### config.mk
export PLATFORM = sky130hd
export DESIGN_NAME = hpt_walker
export DESIGN_NICKNAME = d
export VERILOG_FILES = /design/src/rtl/hpt_pkg.sv /design/src/rtl/hpt_hash.sv /design/src/rtl/hpt_match.sv /design/src/rtl/hpt_walk_ctl.sv /design/src/rtl/hpt_walker.sv
export SDC_FILE = /design/constraint.sdc
export NUM_CORES = 1
export LEC_CHECK = 0
export BUFFER_PORTS_ARGS = -buffer_cell sky130_fd_sc_hd__buf_2
export CAP_MARGIN = 20
export CORE_MARGIN = 4
export CORE_UTILIZATION = 40
export DETAILED_ROUTE_END_ITERATION = 8
export MAX_ROUTING_LAYER = met4
export PLACE_DENSITY = 0.69
export SLEW_MARGIN = 20
export SYNTH_ARGS = -nofsm -noshare
export SYNTH_HDL_FRONTEND = slang
export SYNTH_HIERARCHICAL = 1
export SYNTH_SLANG_ARGS = --single-unit
export TNS_END_PERCENT = 50
### constraint.sdc
create_clock -name clk -period 6.3 [get_ports clk]
set_input_delay 0.315 -clock clk [delete_from_list [all_inputs] [get_ports clk]]
set_output_delay 0.315 -clock clk [all_outputs]
set_load 0.01 [all_outputs]
### src/rtl/hpt_pkg.sv
package hpt_pkg;
  localparam int ENTRY_W    = 128;
  localparam int SLOTS      = 8;
  localparam int SLOT_W     = $clog2(SLOTS);
  localparam int ENT_SHIFT  = 4;                    // 16-byte entries
  localparam int GRP_SHIFT  = ENT_SHIFT + SLOT_W;   // 128-byte groups
  localparam int SIZE_W     = 5;
  localparam int VLD_BIT    = 0;
  localparam int HSEL_BIT   = 1;
  localparam int TAG_LSB    = 8;
  localparam int RPN_LSB    = 64;

  typedef enum logic [1:0] {
    WK_IDLE  = 2'd0,
    WK_ISSUE = 2'd1,
    WK_WAIT  = 2'd2,
    WK_RESP  = 2'd3
  } walk_state_e;
endpackage

### src/rtl/hpt_hash.sv
module hpt_hash #(
  parameter int VSID_W = 24,
  parameter int VPI_W  = 16,
  parameter int HASH_W = 11
) (
  input  logic [VSID_W-1:0]          vsid,
  input  logic [VPI_W-1:0]           vpi,
  input  logic [hpt_pkg::SIZE_W-1:0] size_code,
  output logic [HASH_W-1:0]          grp_pri,
  output logic [HASH_W-1:0]          grp_sec
);
  localparam int NW = hpt_pkg::SIZE_W + 1;

  logic [HASH_W-1:0] vsid_x, vpi_x, mix, mask;
  logic [NW-1:0]     eff_n;

  generate
    if (VPI_W >= HASH_W) begin : g_vpi_cut
      assign vpi_x = vpi[HASH_W-1:0];
    end else begin : g_vpi_pad
      assign vpi_x = {{(HASH_W-VPI_W){1'b0}}, vpi};
    end
    if (VSID_W >= HASH_W) begin : g_vsid_cut
      assign vsid_x = vsid[HASH_W-1:0];
    end else begin : g_vsid_pad
      assign vsid_x = {{(HASH_W-VSID_W){1'b0}}, vsid};
    end
  endgenerate

  always_comb begin
    if ({1'b0, size_code} > NW'(HASH_W)) eff_n = NW'(HASH_W);
    else                                 eff_n = {1'b0, size_code};
  end

  generate
    for (genvar i = 0; i < HASH_W; i++) begin : g_mask
      assign mask[i] = (NW'(i) < eff_n);
    end
  endgenerate

  assign mix     = vsid_x ^ vpi_x;
  assign grp_pri = mix & mask;
  assign grp_sec = ~mix & mask;
endmodule

### src/rtl/hpt_match.sv
module hpt_match #(
  parameter int TAG_W = 40,
  parameter int RPN_W = 28
) (
  input  logic [hpt_pkg::ENTRY_W-1:0] entry,
  input  logic [TAG_W-1:0]            tag,
  input  logic                        second,
  output logic                        hit,
  output logic [RPN_W-1:0]            rpn
);
  import hpt_pkg::*;

  logic vld, sel_ok, tag_ok;

  assign vld    = entry[VLD_BIT];
  assign sel_ok = (entry[HSEL_BIT] == second);
  assign tag_ok = (entry[TAG_LSB +: TAG_W] == tag);
  assign hit    = vld && sel_ok && tag_ok;
  assign rpn    = entry[RPN_LSB +: RPN_W];
endmodule

### src/rtl/hpt_walk_ctl.sv
module hpt_walk_ctl #(
  parameter int PA_W   = 40,
  parameter int VSID_W = 24,
  parameter int VPI_W  = 16,
  parameter int RPN_W  = 28,
  parameter int HASH_W = 11
) (
  input  logic                        clk,
  input  logic                        rst_n,
  input  logic [PA_W-1:0]             cfg_table,
  input  logic                        req_valid,
  output logic                        req_ready,
  input  logic [VSID_W-1:0]           req_vsid,
  input  logic [VPI_W-1:0]            req_vpi,
  output logic [VSID_W-1:0]           cur_vsid,
  output logic [VPI_W-1:0]            cur_vpi,
  output logic [hpt_pkg::SIZE_W-1:0]  cur_size,
  output logic                        cur_second,
  input  logic [HASH_W-1:0]           grp_pri,
  input  logic [HASH_W-1:0]           grp_sec,
  input  logic                        ent_hit,
  input  logic [RPN_W-1:0]            ent_rpn,
  output logic                        mem_req_valid,
  input  logic                        mem_req_ready,
  output logic [PA_W-1:0]             mem_req_addr,
  input  logic                        mem_rsp_valid,
  output logic                        rsp_valid,
  input  logic                        rsp_ready,
  output logic                        rsp_hit,
  output logic                        rsp_second,
  output logic [RPN_W-1:0]            rsp_rpn
);
  import hpt_pkg::*;

  localparam int OFF_W = HASH_W + GRP_SHIFT;

  walk_state_e         state_q;
  logic [PA_W-1:0]     base_q;
  logic [SIZE_W-1:0]   size_q;
  logic [VSID_W-1:0]   vsid_q;
  logic [VPI_W-1:0]    vpi_q;
  logic                second_q;
  logic [SLOT_W-1:0]   slot_q;
  logic                hit_q, sec_hit_q;
  logic [RPN_W-1:0]    rpn_q;
  logic [HASH_W-1:0]   grp_cur;
  logic [OFF_W-1:0]    offset;
  logic                accept, last_slot;

  assign accept    = req_valid && (state_q == WK_IDLE);
  assign last_slot = (slot_q == SLOT_W'(SLOTS-1));

  always_comb begin
    grp_cur = second_q ? grp_sec : grp_pri;
    offset  = {grp_cur, slot_q, {ENT_SHIFT{1'b0}}};
  end

  always_ff @(posedge clk) begin
    if (!rst_n) begin
      state_q   <= WK_IDLE;
      base_q    <= '0;
      size_q    <= '0;
      vsid_q    <= '0;
      vpi_q     <= '0;
      second_q  <= 1'b0;
      slot_q    <= '0;
      hit_q     <= 1'b0;
      sec_hit_q <= 1'b0;
      rpn_q     <= '0;
    end else begin
      case (state_q)
        WK_IDLE: begin
          if (accept) begin
            base_q   <= {cfg_table[PA_W-1:GRP_SHIFT], {GRP_SHIFT{1'b0}}};
            size_q   <= cfg_table[SIZE_W-1:0];
            vsid_q   <= req_vsid;
            vpi_q    <= req_vpi;
            second_q <= 1'b0;
            slot_q   <= '0;
            state_q  <= WK_ISSUE;
          end
        end
        WK_ISSUE: begin
          if (mem_req_ready) state_q <= WK_WAIT;
        end
        WK_WAIT: begin
          if (mem_rsp_valid) begin
            if (ent_hit) begin
              hit_q     <= 1'b1;
              sec_hit_q <= second_q;
              rpn_q     <= ent_rpn;
              state_q   <= WK_RESP;
            end else if (!last_slot) begin
              slot_q  <= slot_q + 1'b1;
              state_q <= WK_ISSUE;
            end else if (!second_q) begin
              second_q <= 1'b1;
              slot_q   <= '0;
              state_q  <= WK_ISSUE;
            end else begin
              hit_q     <= 1'b0;
              sec_hit_q <= 1'b0;
              rpn_q     <= '0;
              state_q   <= WK_RESP;
            end
          end
        end
        WK_RESP: begin
          if (rsp_ready) state_q <= WK_IDLE;
        end
        default: state_q <= WK_IDLE;
      endcase
    end
  end

  assign req_ready     = (state_q == WK_IDLE);
  assign mem_req_valid = (state_q == WK_ISSUE);
  assign mem_req_addr  = base_q + PA_W'(offset);
  assign rsp_valid     = (state_q == WK_RESP);
  assign rsp_hit       = hit_q;
  assign rsp_second    = sec_hit_q;
  assign rsp_rpn       = rpn_q;
  assign cur_vsid      = vsid_q;
  assign cur_vpi       = vpi_q;
  assign cur_size      = size_q;
  assign cur_second    = second_q;

  // Checker-side read counter for the walk in progress
  logic [4:0] rd_cnt;
  always_ff @(posedge clk) begin
    if (!rst_n)                             rd_cnt <= '0;
    else if (req_valid && req_ready)        rd_cnt <= '0;
    else if (mem_req_valid && mem_req_ready) rd_cnt <= rd_cnt + 1'b1;
  end

  p_busy_after_accept_r1: assert property (@(posedge clk) disable iff (!rst_n)
    (req_valid && req_ready) |=> !req_ready)
    else $error("request accepted while a walk continues");

  p_one_outstanding_r4: assert property (@(posedge clk) disable iff (!rst_n)
    (mem_req_valid && mem_req_ready) |=> !mem_req_valid)
    else $error("second read issued before data returned");

  p_second_late_r7: assert property (@(posedge clk) disable iff (!rst_n)
    (rsp_valid && rsp_second) |-> (rd_cnt > 5'd8))
    else $error("secondary hit before primary group exhausted");

  p_miss_reads_r8: assert property (@(posedge clk) disable iff (!rst_n)
    (rsp_valid && !rsp_hit) |-> (rd_cnt == 5'd16 && rsp_rpn == '0 && !rsp_second))
    else $error("miss response malformed");

  p_rsp_hold_r9: assert property (@(posedge clk) disable iff (!rst_n)
    (rsp_valid && !rsp_ready) |=> (rsp_valid && $stable(rsp_hit) && $stable(rsp_second) && $stable(rsp_rpn)))
    else $error("response changed under back-pressure");

  p_addr_hold_r10: assert property (@(posedge clk) disable iff (!rst_n)
    (mem_req_valid && !mem_req_ready) |=> (mem_req_valid && $stable(mem_req_addr)))
    else $error("read address changed before acceptance");
endmodule

### src/rtl/hpt_walker.sv
module hpt_walker #(
  parameter int PA_W   = 40,
  parameter int VSID_W = 24,
  parameter int VPI_W  = 16,
  parameter int RPN_W  = 28,
  parameter int HASH_W = 11
) (
  input  logic              clk,
  input  logic              rst_n,
  input  logic [PA_W-1:0]   cfg_table,
  input  logic              req_valid,
  output logic              req_ready,
  input  logic [VSID_W-1:0] req_vsid,
  input  logic [VPI_W-1:0]  req_vpi,
  output logic              rsp_valid,
  input  logic              rsp_ready,
  output logic              rsp_hit,
  output logic              rsp_second,
  output logic [RPN_W-1:0]  rsp_rpn,
  output logic              mem_req_valid,
  input  logic              mem_req_ready,
  output logic [PA_W-1:0]   mem_req_addr,
  input  logic              mem_rsp_valid,
  input  logic [127:0]      mem_rsp_data
);
  import hpt_pkg::*;

  localparam int TAG_W = VSID_W + VPI_W;

  logic [VSID_W-1:0] cur_vsid;
  logic [VPI_W-1:0]  cur_vpi;
  logic [SIZE_W-1:0] cur_size;
  logic              cur_second;
  logic [HASH_W-1:0] grp_pri, grp_sec;
  logic              ent_hit;
  logic [RPN_W-1:0]  ent_rpn;

  hpt_hash #(.VSID_W(VSID_W), .VPI_W(VPI_W), .HASH_W(HASH_W)) u_hash (
    .vsid      (cur_vsid),
    .vpi       (cur_vpi),
    .size_code (cur_size),
    .grp_pri   (grp_pri),
    .grp_sec   (grp_sec)
  );

  hpt_match #(.TAG_W(TAG_W), .RPN_W(RPN_W)) u_match (
    .entry  (mem_rsp_data),
    .tag    ({cur_vsid, cur_vpi}),
    .second (cur_second),
    .hit    (ent_hit),
    .rpn    (ent_rpn)
  );

  hpt_walk_ctl #(
    .PA_W(PA_W), .VSID_W(VSID_W), .VPI_W(VPI_W), .RPN_W(RPN_W), .HASH_W(HASH_W)
  ) u_ctl (
    .clk           (clk),
    .rst_n         (rst_n),
    .cfg_table     (cfg_table),
    .req_valid     (req_valid),
    .req_ready     (req_ready),
    .req_vsid      (req_vsid),
    .req_vpi       (req_vpi),
    .cur_vsid      (cur_vsid),
    .cur_vpi       (cur_vpi),
    .cur_size      (cur_size),
    .cur_second    (cur_second),
    .grp_pri       (grp_pri),
    .grp_sec       (grp_sec),
    .ent_hit       (ent_hit),
    .ent_rpn       (ent_rpn),
    .mem_req_valid (mem_req_valid),
    .mem_req_ready (mem_req_ready),
    .mem_req_addr  (mem_req_addr),
    .mem_rsp_valid (mem_rsp_valid),
    .rsp_valid     (rsp_valid),
    .rsp_ready     (rsp_ready),
    .rsp_hit       (rsp_hit),
    .rsp_second    (rsp_second),
    .rsp_rpn       (rsp_rpn)
  );
endmodule

==> results of run 1 <==
==> critical path, cell delays in order (launching register included) <==
cell and delay, ps:
sky130_fd_sc_hd__dfxtp_1 440, sky130_fd_sc_hd__nor4_4 390, sky130_fd_sc_hd__a21oi_1 110, sky130_fd_sc_hd__mux2_2 300, sky130_fd_sc_hd__ha_1 230, sky130_fd_sc_hd__fa_1 440
sky130_fd_sc_hd__a211oi_1 320, sky130_fd_sc_hd__o21ai_0 140, sky130_fd_sc_hd__o211ai_1 450, sky130_fd_sc_hd__a21boi_0 240, sky130_fd_sc_hd__xor2_1 210, sky130_fd_sc_hd__buf_2 150
==> how the worst max path moves through the flow <==
stage | depth (start not counted) | to | start | slack [ps]
floorplan | 12 | mem_req_addr[19] | u_ctl/cur_size[4] | 3070
global placement | 9 | mem_req_addr[19] | u_ctl/cur_second | 2580
detailed placement | 9 | mem_req_addr[19] | u_ctl/cur_second | 2570
CTS | 9 | mem_req_addr[19] | u_ctl/cur_second | 2100
global route | 11 | mem_req_addr[19] | u_ctl/cur_size[4] | 1840
finish | 11 | mem_req_addr[19] | u_ctl/cur_size[4] | 2150
==> logic make-up (layout without fill, tap and decap cells) <==
logic type      after synthesis  in the layout  share of synthesized area (%)
buf+inv                      89            270                           7.38
compound gates              186            186                           20.7
simple gates                285            285                           21.3
mux                          13             13                           2.22
xor+xnor                     76             76                           10.3
flops                       114            114                           35.2
other cells                   1              4                         0.0579
fa+ha+maj                    14             14                           2.82
==> per-layer routing <==
metal | wire length (um) | vias to the layer above
li1 | - | 2948
met1 | 7840 | 2594
met2 | 8100 | 148
met3 | 991 | 20
met4 | 299 | 0
met5 | 0 | -
==> layout make-up <==
cell class	instances	area [um2]	area share, %
Tap cell	216	270	3.35
Clock buffer	19	443	5.48
Sequential cell	114	2280	28.3
Multi-Input combinational cell	578	3750	46.4
Inverter	11	41.3	0.511
Clock inverter	13	136	1.69
Timing Repair Buffer	227	1160	14.3
==> sequential cells by signal, summed over array words and instances, names as in the netlist <==
signal / count
u_ctl/base_q: 33
u_ctl/rsp_rpn: 28
u_ctl/cur_vsid: 24
u_ctl/cur_vpi: 16
u_ctl/cur_size: 5
u_ctl/slot_q: 3
u_ctl/state_q: 2
u_ctl/cur_second: 1
u_ctl/rsp_hit: 1
u_ctl/rsp_second: 1
==> synth_stat cells (all sizes together) (2+ instances only) <==
master,count
a21boi,90
nor3,5
nor4,11
nand2b,2
a22oi,30
a211oi,9
o2bb2ai,2
xnor2,14
inv,11
and2,4
nand2,173
a21oi,26
buf,44
a21o,3
mux2i,2
nand3b,2
ha,13
a2111oi,3
clkbuf,34
nor3b,3
nor2,24
xor2,62
o21ai,11
mux2,11
nand4,7
dfxtp,114
nor2b,38
nand3,12
==> metrics by stage <==
step / setup slack, ps / hold slack (ps)
2_1_floorplan: 3070 / 440
3_3_place_gp: 2580 / 455
3_5_place_dp: 2570 / 462
4_1_cts: 2100 / 116
5_1_grt: 1840 / 134
6_report: 2150 / 134
==> where the power goes <==
group | internal [uW] | leakage [uW] | switching, uW
Sequential | 758 | 0.000930 | 42.0
Combinational | 133 | 0.00243 | 157
Clock | 590 | 0.000275 | 349
==> metrics, run 1 <==
outcome finished clean; max capacitance violation total 0; Seq/Total Area, Yosys between 30% and 40%; Reg2Reg Depth 9; startpoint kind of the worst setup timing path register; count of antenna-violating nets left after detailed routing 0; Clk pin slew, worst setup/hold paths 60 ps; count of flip-flops with a built-in enable after synthesis 0; number of sinks driven by the clock tree between 100 and 150; floorplan core area 0.0159 mm2; number of antenna violations at the first check in global routing 0; CTS Buf Count 17; Cell variety after synth 64; Final Hold Violating Endpoints 0; die width ~140 um; GRT Overall Usage between 10% and 20%; routability cong. 0.808; DRC violations left 0; worst hold path class in2reg; number of ports placed on the die boundary 287; crit-path max FO 11; most frequent cells in the layout sky130_fd_sc_hd__buf_2, sky130_fd_sc_hd__nand2_1, sky130_fd_sc_hd__dfxtp_1; Max Transition Viols Final 0; CTS Root Buffer Type sky130_fd_sc_hd__clkbuf_16; Worst R2R Setup Slack just over 3000 ps; CTS max path bufs 2; library cell with the largest summed area after synthesis sky130_fd_sc_hd__dfxtp_1; count of filler cells inserted in the layout 1557; post-route standard cell area excluding fillers 0.00808 mm2; Clock Latency Late Sink 410 ps; floorplan die height 135 um; synthesized flop and latch total 114; total negative setup slack 0 ps; final period demand of the worst path 4150 ps; data arrival time at the worst-slack endpoint about 3800 ps; met3 global-route usage 3.75%; DRC violation total after the first TritonRoute iteration 239; leading cell types by total area after synthesis sky130_fd_sc_hd__dfxtp_1, sky130_fd_sc_hd__nand2_1, sky130_fd_sc_hd__a21boi_0; highest achievable clock rate 241 MHz; Pwr per Cell Area ~250 mW/mm2; Layout area overhead 24.7%; Hold Path End u_ctl/base_q[26]; fraction of post-synthesis cell area in the top cell type by area 35.2%; met2 usage 30.3%; Final Core Density 50.8%; fraction of final layout cells sized beyond drive strength 1 approximately 30%; Post-Synthesis Cell Area 0.00647 mm2; most common cell after layout, fill and taps aside sky130_fd_sc_hd__buf_2; Primary FF master, synth sky130_fd_sc_hd__dfxtp_1; detail-routed via count per cell 4.85; global route total overflow 0; headroom to the max-slew limit between 30% and 40%; mean cell area of the mapped netlist 8.32 um2; measured slew at the worst slew-check pin 1040 ps; sum of net half-perimeters after detailed placement 12600 um; antenna cells 0; async set or reset register ratio after synthesis 0%; initial standard-cell utilization of the core 40.8%; die area between 0.015 and 0.02 mm2; via count of the first global-routing pass roughly 5500; CTS Hold Buffers Added 0; number of cells in the finished layout apart from fillers 1178; detailed-routing iteration count for the pre-antenna-repair pass 4; most used routing layer in global routing met2; sum of internal, switching and leakage power 2030 uW; final setup violation count 0; part of the cycle the worst path needs approximately two thirds; first-pass GRT wire length around 27000 um; Ys Warns 6; Max H-tree Level 4; via count of the routed design between 5000 and 6000; final-stage net count 1177; worst setup skew after layout 5.77 ps; reg-to-reg startpoint u_ctl/cur_second; number of gates given a new drive strength after cts 0; Port Buf Inserts 222; cell count after synthesis 778; CP Data Required Time 5980 ps; reported leakage power 0.00364 uW; beginning of the worst hold path cfg_table[26]; endpoint of the lowest-slack register-to-register path u_ctl/rsp_rpn[5]; largest net degree at the start of global routing 115; start-to-end type of the worst setup path reg2out; total wire length after detailed routing 17200 um; Hold Path Cell Cnt 3; CP endpoint kind output pin; Cell Area, Placed 0.00749 mm2; clock tree from TritonCTS yes; Row Count between 40 and 50; RSZ-0062 raised after global routing no; Peak VDD IR 0.175 mV; met1 Use GR 24.3%; post-CTS setup repair buffer count 0; detail-routed net length per standard cell approximately 15 um; cell total after placement 1146
(Power assumes the default switching activity.)
==> inputs of run 2 (changes only) <==
--- a/config.mk
+++ b/config.mk
@@ -5,13 +5,14 @@
 export SDC_FILE = /design/constraint.sdc
 export NUM_CORES = 1
 export LEC_CHECK = 0
+export ABC_AREA = 1
 export BUFFER_PORTS_ARGS = -buffer_cell sky130_fd_sc_hd__buf_2
 export CAP_MARGIN = 20
 export CORE_MARGIN = 4
 export CORE_UTILIZATION = 40
 export DETAILED_ROUTE_END_ITERATION = 8
 export MAX_ROUTING_LAYER = met4
-export PLACE_DENSITY = 0.69
+export PLACE_DENSITY = 0.71
 export SLEW_MARGIN = 20
 export SYNTH_ARGS = -nofsm -noshare
 export SYNTH_HDL_FRONTEND = slang
==> constraint.sdc (replaced) <==
create_clock -name clk -period 3.5 [get_ports clk]
set_input_delay 0.175 -clock clk [delete_from_list [all_inputs] [get_ports clk]]
set_output_delay 0.175 -clock clk [all_outputs]
set_load 0.01 [all_outputs]
==> run 2 against run 1 <==
Routed wire length up 20%. Global-route usage increased by 2.1 points. Register-to-register slack lost 1700 ps. Non-clock buffer count grew 26. Area after synthesis grew 9.0%. Cell area up 11%. Clock skew grew 9.8 ps. Highest routed layer unchanged. Hold slack got worse by 120 ps.
==> metrics, run 2 <==
number of antenna violations at the first check in global routing 2; CTS max path bufs 2; RSZ-0062 raised after global routing no; via count of the routed design 7343; Max Transition Viols Final 0; final setup violation count 0; data arrival time at the worst-slack endpoint 2980 ps; detailed-routing iteration count for the pre-antenna-repair pass 5; global route total overflow 0; highest achievable clock rate around 320 MHz; Port Buf Inserts 222; max capacitance violation total 0; worst hold path class in2reg; hold slack final 10.5 ps; part of the cycle the worst path needs 90.0%; cell count after synthesis around 1200; worst setup skew after layout around 16 ps; via count of the first global-routing pass 6905; Worst R2R Setup Slack approximately 1400 ps; number of sinks driven by the clock tree about 110; die area 0.0198 mm2; Layout area overhead 26.8%; detail-routed via count per cell 4.59; Cell Area, Placed 0.00810 mm2; fraction of post-synthesis cell area in the top cell type by area 32.3%; outcome finished clean; sum of net half-perimeters after detailed placement 15500 um; biggest cell delay along the critical path 430 ps; Critical-path top delay cell sky130_fd_sc_hd__fa_1; Row Count 48; Seq/Total Area, Yosys roughly 32%; crit-path most repeated cell sky130_fd_sc_hd__nand2_1; routability cong. approximately 0.9; area occupied by multi-input gates 0.00377 mm2; post-route standard cell area excluding fillers 0.00895 mm2; total negative setup slack 0 ps; start-to-end type of the worst setup path reg2out; count of flip-flops with a built-in enable after synthesis 0; floorplan die height 141 um; CP endpoint kind output pin; GRT Overall Usage 21.2%; count of filler cells inserted in the layout about 1800; measured slew at the worst slew-check pin 980 ps; Commonest cells post-synth sky130_fd_sc_hd__nand2_1, sky130_fd_sc_hd__nor2_1, sky130_fd_sc_hd__inv_1, sky130_fd_sc_hd__dfxtp_1, sky130_fd_sc_hd__o21ai_0; beginning of the worst hold path mem_rsp_data[91]; most common cell after layout, fill and taps aside sky130_fd_sc_hd__nand2_1; Clk pin slew, worst setup/hold paths 50 ps; Reg area between 0.002 and 0.0025 mm2; detail-routed net length per standard cell 12.9 um; headroom to the max-slew limit 34.6%; Pwr per Cell Area 607 mW/mm2; DRC violation total after the first TritonRoute iteration 338; Peak VDD IR 0.339 mV; first-pass GRT wire length about 33000 um; post-CTS setup repair buffer count 0; die width around 140 um; largest net degree at the start of global routing slightly above 90; number of ports placed on the die boundary ~290; Clock Latency Late Sink 420 ps; async set or reset register ratio after synthesis 0%; total wire length after detailed routing 20700 um; met3 global-route usage 4.38%; critical path cell sequence nor2_4 > nand4_1 > nand2_1 > inv_1 > nand2_1 > nand2_1 > ha_1 > fa_1 > nand2_1 > nand2_1 > nand3_1 > nand2_1 > nand2_1 > nand2_2 > nand2_1 > nand2_1 > nand2_1 > buf_2; reported leakage power 0.00475 uW; Post-Synthesis Cell Area between 0.007 and 0.008 mm2; final-stage net count 1588; startpoint kind of the worst setup timing path register; CTS Buf Count 17; most frequent cells in the layout sky130_fd_sc_hd__nand2_1, sky130_fd_sc_hd__buf_2, sky130_fd_sc_hd__nor2_1; most used routing layer in global routing met2; reg-to-reg startpoint u_ctl/cur_second; initial standard-cell utilization of the core 40.8%; most instantiated library cell after synthesis sky130_fd_sc_hd__nand2_1; CTS Root Buffer Type sky130_fd_sc_hd__clkbuf_16; Hold Path Cell Cnt 3; Reg2Reg Depth 13; DRC violations left 0; crit-path max FO 8; clock tree from TritonCTS yes; flip-flop count of the largest register after layout 33; library cell with the largest summed area after synthesis sky130_fd_sc_hd__dfxtp_1; final period demand of the worst path roughly 3200 ps; met1 Use GR about 26%; fraction of final layout cells sized beyond drive strength 1 approximately 21%; Final Hold Violating Endpoints 0; Primary FF master, synth sky130_fd_sc_hd__dfxtp_1; Hold Path End u_ctl/rsp_rpn[27]; Ys Warns 6; leading cell types by total area after synthesis sky130_fd_sc_hd__dfxtp_1, sky130_fd_sc_hd__nand2_1, sky130_fd_sc_hd__nor2_1; mean cell area of the mapped netlist 6.12 um2; CP Data Required Time 3320 ps; floorplan core area 0.0173 mm2; Cell variety after synth 32; endpoint of the lowest-slack register-to-register path u_ctl/rsp_hit; count of antenna-violating nets left after detailed routing 0; synthesized flop and latch total 114; Max H-tree Level 4; met2 usage around 36%; Final Core Density 51.7%; register name with the most flops u_ctl/base_q
## run 2: cell types whose count changed in the layout (fill, tap and decap cells not counted), sizes merged, moves of 11 or more
cell,change
nand2,+175
a22oi,-30
nand3,+23
xor2,-38
a21oi,+27
nor4,-11
a21boi,-90
nor2,+160
nor3,+11
inv,+149
mux2,-11
dlygate4sd3,+25
o21ai,+79
nor2b,-36
## run 2: what timing repair did
item / in CTS / in global routing
hold buffers: 25 / 0
endpoints found under the hold margin: 25 / 0
resized for setup: 0 / 1
setup endpoints to repair: 0 / 1
## run 2: kinds of logic (layout without fill, tap and decap cells)
| family | count (synthesis) | after routing | synth area share, % |
|---|---|---|---|
| flip-flops | 114 | 114 | 32.3 |
| XOR/XNOR | 40 | 40 | 4.96 |
| AND/OR/NAND/NOR | 611 | 611 | 35.3 |
| buffers and inverters | 229 | 444 | 14.5 |
| AO/OA/AOI/OAI | 145 | 145 | 10.3 |
| other | 1 | 7 | 0.0531 |
| adder cells (fa/ha/maj) | 14 | 14 | 2.59 |
## run 2: critical path, delay by kind of cell (launching register included)
family                     cells  cell delay [ps]
adders and majority gates      2              670
buffers and inverters          2              160
DFF                            1              350
and+or+nand+nor               14             1370
## run 2: report_power, final
group / switching [uW] / internal [uW]
clock: 639 / 1090
combinational: 1180 / 745
sequential: 251 / 1540
## run 2: final cells by class
type / instances / area share, %
Tap cell: 225 / 3.15
Sequential cell: 114 / 25.5
Inverter: 160 / 6.71
Multi-Input combinational cell: 814 / 42.1
Clock inverter: 11 / 1.47
Antenna cell: 3 / 0.0839
Timing Repair Buffer: 253 / 15.9
Clock buffer: 20 / 5.10
## run 2: worst max path at each step
stage / to / start / slack [ps] / cells after the start
after floorplan: mem_req_addr[19] / u_ctl/cur_size[4] / 1160 / 15
after global placement: mem_req_addr[27] / u_ctl/cur_size[4] / 750 / 18
after detailed placement: mem_req_addr[27] / u_ctl/cur_size[4] / 730 / 18
after CTS: mem_req_addr[27] / u_ctl/cur_size[4] / 250 / 18
after global routing: mem_req_addr[21] / u_ctl/cur_size[2] / 40 / 16
final: mem_req_addr[27] / u_ctl/cur_size[2] / 350 / 18
## run 2: metal layers
metal | vias up | routed length (um)
met5 | - | 0
met4 | 0 | 243
met3 | 16 | 1160
met2 | 209 | 10100
met1 | 3203 | 9180
li1 | 3915 | -
## run 2: through the flow
step / total power (uW) / setup WS [ps] / cells
floorplan: 3130 / 1160 / 1157
global placement: 3680 / 746 / 1541
detailed placement: 3720 / 729 / 1541
CTS: 5480 / 249 / 1597
global route: 5830 / 36.3 / 1599
finish: 5440 / 349 / 1600
